### src/rtl/dmairq_pkg.sv
// Package: shared register offsets and field positions of the DMA
// interrupt status controller. Assumes byte addressing of 32-bit words.
package dmairq_pkg;
    localparam int OFF_STATUS = 'h00;
    localparam int OFF_ENABLE = 'h04;
    localparam int OFF_CONFIG = 'h08;
    localparam int CFG_CLEAR_BIT = 8;
endpackage

### src/rtl/dmairq_regif.sv
// Module: register bus decode. Turns bus writes into a write-1-to-clear
// mask, an enable load and a clear trigger, and multiplexes read data.
// Assumes channel n maps to bit 2n; 2*NUM_CH must not exceed DATA_W.
module dmairq_regif #(
    parameter int NUM_CH = 10,
    parameter int DATA_W = 32,
    parameter int ADDR_W = 4
) (
    input  logic [ADDR_W-1:0] bus_addr,
    input  logic              bus_we,
    input  logic [DATA_W-1:0] bus_wdata,
    input  logic [NUM_CH-1:0] status_q,
    input  logic [NUM_CH-1:0] enable_q,
    output logic [NUM_CH-1:0] w1c_mask,
    output logic              en_load,
    output logic [NUM_CH-1:0] en_wdata,
    output logic              clear_go,
    output logic [DATA_W-1:0] bus_rdata
);
    import dmairq_pkg::*;

    logic sel_status, sel_enable, sel_config;
    logic [DATA_W-1:0] status_word, enable_word;
    logic wdata_unused;

    assign sel_status = (bus_addr == ADDR_W'(OFF_STATUS));
    assign sel_enable = (bus_addr == ADDR_W'(OFF_ENABLE));
    assign sel_config = (bus_addr == ADDR_W'(OFF_CONFIG));

    assign wdata_unused = ^bus_wdata;

    // Gather the even-bit write fields per channel.
    for (genvar c = 0; c < NUM_CH; c++) begin : g_fields
        assign w1c_mask[c] = bus_we & sel_status & bus_wdata[2*c];
        assign en_wdata[c] = bus_wdata[2*c];
    end

    assign en_load  = bus_we & sel_enable;
    assign clear_go = bus_we & sel_config & bus_wdata[CFG_CLEAR_BIT];

    // Spread channel bits onto the even positions of the read words.
    always_comb begin
        status_word = '0;
        enable_word = '0;
        for (int c = 0; c < NUM_CH; c++) begin
            status_word[2*c] = status_q[c];
            enable_word[2*c] = enable_q[c];
        end
    end

    // Read multiplexer; configuration and unmapped offsets read zero.
    always_comb begin
        if (sel_status)      bus_rdata = status_word;
        else if (sel_enable) bus_rdata = enable_word;
        else                 bus_rdata = '0;
    end
endmodule

### src/rtl/dmairq_status.sv
// Module: sticky per-channel completion status. A set request wins over a
// clear request in the same cycle. Assumes synchronous active-low reset.
module dmairq_status #(
    parameter int NUM_CH = 10
) (
    input  logic              clk,
    input  logic              rst_n,
    input  logic [NUM_CH-1:0] set_mask,
    input  logic [NUM_CH-1:0] w1c_mask,
    output logic [NUM_CH-1:0] status_q
);
    for (genvar c = 0; c < NUM_CH; c++) begin : g_bit
        // Hold, clear on write-one, set on event (event has priority).
        always_ff @(posedge clk) begin
            if (!rst_n)           status_q[c] <= 1'b0;
            else if (set_mask[c]) status_q[c] <= 1'b1;
            else if (w1c_mask[c]) status_q[c] <= 1'b0;
        end
    end
endmodule

### src/rtl/dmairq_abort.sv
// Module: converts a clear trigger into a one-cycle abort strobe for the
// channels that are busy at the trigger edge. Assumes clear_go lasts one cycle.
module dmairq_abort #(
    parameter int NUM_CH = 10
) (
    input  logic              clk,
    input  logic              rst_n,
    input  logic              clear_go,
    input  logic [NUM_CH-1:0] ch_busy,
    output logic [NUM_CH-1:0] ch_abort
);
    // Capture the busy set on a trigger, otherwise drop the strobe.
    always_ff @(posedge clk) begin
        if (!rst_n)        ch_abort <= '0;
        else if (clear_go) ch_abort <= ch_busy;
        else               ch_abort <= '0;
    end
endmodule

### src/rtl/dmairq_ctrl.sv
// Module: top of the DMA channel interrupt status controller. Combines bus
// decode, sticky status, enable register, abort strobes and a registered
// interrupt. Assumes one bus write per cycle and synchronous active-low reset.
module dmairq_ctrl #(
    parameter int NUM_CH = 10,
    parameter int DATA_W = 32,
    parameter int ADDR_W = 4
) (
    input  logic              clk,
    input  logic              rst_n,
    input  logic [ADDR_W-1:0] bus_addr,
    input  logic              bus_we,
    input  logic [DATA_W-1:0] bus_wdata,
    output logic [DATA_W-1:0] bus_rdata,
    input  logic [NUM_CH-1:0] ch_done,
    input  logic [NUM_CH-1:0] ch_busy,
    output logic [NUM_CH-1:0] ch_abort,
    output logic              irq
);
    logic [NUM_CH-1:0] status_q, enable_q, w1c_mask, en_wdata, set_mask;
    logic              en_load, clear_go;

    dmairq_regif #(.NUM_CH(NUM_CH), .DATA_W(DATA_W), .ADDR_W(ADDR_W)) u_regif (
        .bus_addr (bus_addr),
        .bus_we   (bus_we),
        .bus_wdata(bus_wdata),
        .status_q (status_q),
        .enable_q (enable_q),
        .w1c_mask (w1c_mask),
        .en_load  (en_load),
        .en_wdata (en_wdata),
        .clear_go (clear_go),
        .bus_rdata(bus_rdata)
    );

    dmairq_abort #(.NUM_CH(NUM_CH)) u_abort (
        .clk     (clk),
        .rst_n   (rst_n),
        .clear_go(clear_go),
        .ch_busy (ch_busy),
        .ch_abort(ch_abort)
    );

    // Aborted channels complete exactly like a normal done pulse.
    assign set_mask = ch_done | ch_abort;

    dmairq_status #(.NUM_CH(NUM_CH)) u_status (
        .clk     (clk),
        .rst_n   (rst_n),
        .set_mask(set_mask),
        .w1c_mask(w1c_mask),
        .status_q(status_q)
    );

    // Enable register, loaded by a bus write.
    always_ff @(posedge clk) begin
        if (!rst_n)       enable_q <= '0;
        else if (en_load) enable_q <= en_wdata;
    end

    // Registered interrupt: OR of enabled status bits.
    always_ff @(posedge clk) begin
        if (!rst_n) irq <= 1'b0;
        else        irq <= |(status_q & enable_q);
    end
endmodule

### config.mk
export PLATFORM = sky130hd
export DESIGN_NAME = dmairq_ctrl
export DESIGN_NICKNAME = d
export VERILOG_FILES = /design/src/rtl/dmairq_pkg.sv /design/src/rtl/dmairq_regif.sv /design/src/rtl/dmairq_status.sv /design/src/rtl/dmairq_abort.sv /design/src/rtl/dmairq_ctrl.sv
export SDC_FILE = /design/constraint.sdc
export NUM_CORES = 1
export LEC_CHECK = 0
export ABC_AREA = 1
export CORE_UTILIZATION = 36
export CTS_CLUSTER_SIZE = 10
export DETAILED_ROUTE_END_ITERATION = 8
export PLACE_DENSITY = 0.81
export SETUP_SLACK_MARGIN = 0.05
export SLEW_MARGIN = 5
export SYNTH_ARGS = -nofsm -noshare
export SYNTH_HDL_FRONTEND = slang
export SYNTH_SLANG_ARGS = --single-unit
export TNS_END_PERCENT = 20
### constraint.sdc
create_clock -name clk -period 1.3 [get_ports clk]
set_clock_uncertainty 0.15 [all_clocks]
set_input_delay 0.325 -clock clk [delete_from_list [all_inputs] [get_ports clk]]
set_output_delay 0.325 -clock clk [all_outputs]
set_load 0.1 [all_outputs]
Yosys cells after proc, flatten, opt, wreduce, memory -nomap -nowiden --
Cells that the tools add are included.
Word-level totals: output and inout port bits 43, input bits 59, register bits 31, word-level logic and storage cells 66
Cells by class: eq/ne operators 2, reductions and logical operators 13, mux-type cells 22, bitwise gates (word level) 16
Operator list (number):
- $mux W32 | 1
- $mux W1 | 20
- $reduce_bool A2 Y1 | 10
- $mux W19 | 1
- $and A1 B1 Y1 | 14
- $and A10 B10 Y10 | 1
- $or A10 B10 Y10 | 1
- $reduce_or A10 Y1 | 1
- $eq A4 B3 Y1 const B | 1
- $eq A4 B4 Y1 const B | 1
- $logic_not A4 Y1 | 1
- $reduce_and A2 Y1 | 1

Logic depth before layout (Yosys ltp) --
depth in word-level cells 5, mapped depth 7, mapped depth without buffers 6

Modules after synthesis --
Synthesis repeated with hierarchy kept, for this count alone.
Second synthesis, totals: cells, all modules 255, area, all modules 1717.9 sq um
Modules (own cells, without submodules):
- dmairq_regif | sequential area each 0.0 sq um, cells each 98, area each 555.5 sq um, times used 1
- dmairq_ctrl | sequential area each 220.2 sq um, cells each 75, area each 514.2 sq um, times used 1
- dmairq_status | sequential area each 200.2 sq um, cells each 51, area each 366.6 sq um, times used 1
- dmairq_abort | sequential area each 200.2 sq um, cells each 31, area each 281.5 sq um, times used 1

Worst setup path after synthesis --
No wires, ideal clock.
path type input-to-output, start point input port bus_addr[2], end point output port bus_rdata[0], data required time 825 ps, cell stages on the path 4, path buffers 0, arrival 2746 ps, setup slack -1921 ps, cell sequence inv_1 nor2_2 nand2_1 o21ai_0
Between the ends: longest elaborated chain between the ends 3, elaborated cells between the ends (all ways) 4, classes of those cells eq/ne (1); mux (2); reduce/logical (1)
Ends and longest elaborated chain:
- start, declared | line dmairq_ctrl.sv:11 | input logic [ADDR_W-1:0] bus_addr,
- $eq A4 B3 Y1 | line dmairq_regif.sv:27 | assign sel_enable = (bus_addr == ADDR_W'(OFF_ENABLE));
- $mux W19 | line dmairq_regif.sv:54 | else if (sel_enable) bus_rdata = enable_word;
- $mux W32 * | line dmairq_regif.sv:53 | if (sel_status) bus_rdata = status_word;
- end, declared | line dmairq_ctrl.sv:14 | output logic [DATA_W-1:0] bus_rdata,
Every way passes the cells marked *; elsewhere a longest branch is shown, timed or not.

Worst setup path after layout --
start point input port bus_addr[0], end point output port bus_rdata[14]
Same word-level chain as after synthesis.

==> summary.txt <==
Die
  • Rows: 23
  • Die Ht: 67.4 um
  • Die Wd: 67.4 um
  • Ports: between 100 and 150
  • Initial Utilization: 0.379
  • Core Area: 4060 um^2
  • Full die area: 4540 um^2

Placement
  • IO Port Bufs: 57
  • Detailed placement HPWL: 3.16 mm
  • RePlAce Congestion: roughly 0.76
  • Placed insts: between 300 and 400

Setup path
  • Crit-path max FO: 5
  • CP Cell Sequence: buf_6 > nor2_4 > buf_12 > buf_12 > buf_12 > nand3_4 > o21ai_4 > buf_12
  • Worst path slowest cell: buf_12
  • Crit path top cell by count: buf_12
  • WP data arrival: 1.27 ns
  • Max incr delay on CP: 0.19 ns
  • Startpoint type of the worst setup path: primary input
  • Critical path class: in2out
  • CP required: 0.82 ns
  • Crit end category: output pin

Timing
  • Slew Limit Fails: 0
  • Final Hold Viols: 0
  • Final worst slack: -0.448 ns
  • Final setup fails: 22
  • Fin crit share: 1.34
  • Final min period: 1.75 ns
  • RSZ-0062 raised after global routing: true
  • Setup tns final: -4.81 ns
  • F_max: 572 MHz

Route
  • Drt drc: 0
  • Post-route ant nets: 0
  • Detailed Route WL: 5.03 mm
  • Via density: 4.80
  • Drt first pass iters: 4
  • Vias: 1703
  • Detailed Route Iter0 Violations: 73
  • DR WL/cell: 14.2 um

Global route
  • Grt ovf: 0
  • First-pass GRT wire length: 8.02 mm
  • Initial antenna violation count: 0
  • GRT Resource Usage Total: 0.248
  • Pin count of the biggest net entering global routing: 12
  • Vias in the first global route: 1731

Yosys
  • Mean post-synth cell area: 6.93 um^2
  • Post-Synthesis Cell Area: 1540 um^2
  • Post-synth cell types: 21
  • Yosys reg bits: 31
  • Cells after Synth: 222
  • Syn. warnings: 0
  • Sequential cell area fraction in the yosys report: 0.403

Clock tree
  • TritonCTS clock tree: built
  • H-tree Lvls: 2
  • Clock-pin slew on the worst setup and hold paths: 0.06 ns
  • CTS buffer count: 5
  • CTS Sinks: 31
  • Clk buf depth: 2
  • CTS Hold Buffers Added: 0
  • Root Buffer: clkbuf_8
  • Clock Latency Late Sink: 0.28 ns

Run status
  • Violated checks: negative setup slack
  • Run status: finished with violations

Pwr
  • VDD IR max: 0.000720 V
  • Internal: roughly 1.6 mW
  • Pwr dens: 860 nW/um^2
  • Clk pwr share: 0.298
  • Combinational cell fraction of total power: 0.301
  • Sw Ratio: 0.352
  • Sequential power share: 0.400
  • Leak: 1.31 nW
  • Psw: 896 uW

Layout
  • Finished Layout Cells: roughly 360
  • Ratio of cells with drive above 1 in the final layout: 0.341
  • Commonest non-fill, non-tap cells in the layout: nand2_1, nor2_1, clkdlybuf4s50_1, buf_12
  • Nets: 364
  • Commonest non-fill, non-tap cell in the layout: nand2_1
  • Fillcell total: 279
  • Antenna diode count: 0
  • Area Growth Syn to Fin: 92.1%

Flow run
  • Max_cap viols: 0

Worst hold path
  • HP Class: in2reg
-- per-stage QoR --
stage	setup WS (ns)	hold slack, ns	total power [mW]	cell area [um^2]	utilization
2_1_floorplan	-0.427	0.287	1.52	1760	-
3_3_place_gp	-0.813	0.319	1.67	2520	0.621
3_5_place_dp	-0.838	0.325	1.69	2520	0.621
4_1_cts	-0.415	0.354	2.54	2940	0.725
5_1_grt	-0.482	0.333	2.64	2960	0.729
6_report	-0.448	0.307	2.54	2960	0.729
-- timing repair --
item                                    4_1_cts  5_1_grt
gates cloned                                  4        0
pin swaps                                    15        1
setup buffers                                 8        0
endpoints found under the setup margin       51       45
gates resized for setup                      64        7
-- sequential cells by signal, indices dropped and copies added, names as in the netlist --
signal,count
enable_q,10
irq,1
u_abort.ch_abort,10
u_status.status_q,10
-- worst max-delay path, delay by kind of cell --
kind            cells  cell delay [ns]
buf+inv             5             0.66
simple gates        2             0.20
compound gates      1             0.08
-- cell type report --
class | instances | area (um^2) | area share
multi-input cells | 159 | 971 | 0.328
clock buffers | 6 | 82.6 | 0.0279
flip-flops and latches | 31 | 634 | 0.215
repair buffers | 85 | 1110 | 0.375
inverters | 23 | 91.3 | 0.0309
well taps | 50 | 62.6 | 0.0212
clock inverters | 1 | 5.00 | 0.00169
-- power groups by stage --
stage | combinational [mW] | sequential (mW) | clock (mW)
2_1_floorplan | 0.482 | 1.04 | 0
3_3_place_gp | 0.649 | 1.03 | 0
5_1_grt | 0.800 | 1.02 | 0.819
3_5_place_dp | 0.658 | 1.03 | 0
6_report | 0.766 | 1.02 | 0.759
4_1_cts | 0.755 | 1.02 | 0.770
-- logic make-up (layout without fill, tap and decap cells) --
| family | after synthesis | after routing | synth area share |
|---|---|---|---|
| flops | 31 | 31 | 0.403 |
| simple gates | 115 | 116 | 0.328 |
| compound gates | 21 | 21 | 0.0683 |
| buf+inv | 54 | 115 | 0.198 |
| other cells | 1 | 22 | 0.00244 |
-- synthesized netlist by cell type, drive strengths merged --
library cell  number  area (um^2)
conb               1         3.75
nand2             47          176
nor3               1         10.0
nand3             11         60.1
clkbuf             2         7.51
a21oi             10         50.1
nand3b             1         7.51
buf               29          211
nor2              44          175
dfxtp             31          621
o21ai             11         55.1
nand4             11         75.1
inv               23         86.3
-- routing by layer --
layer / vias to the layer above / GRT usage / wire [um]
met3: 9 / 0.0524 / 192
li1: 820 / - / -
met2: 53 / 0.451 / 2810
met1: 821 / 0.269 / 1900
met4: 0 / 0.122 / 125
met5: - / 0 / 0
-- path summary, 6_finish.rpt --
path / start / endpoint / slack, ns / cells past startpoint
worst max-delay path: bus_addr[0] / bus_rdata[14] / -0.45 / 8
worst min-delay path: bus_we / enable_q[4] / 0.31 / 4
worst max register to register: u_status.status_q[2] / irq / 0.21 / 6
worst min register to register: u_status.status_q[3] / u_status.status_q[3] / 0.36 / 2
No activity file was read; power rests on OpenSTA's default activity.
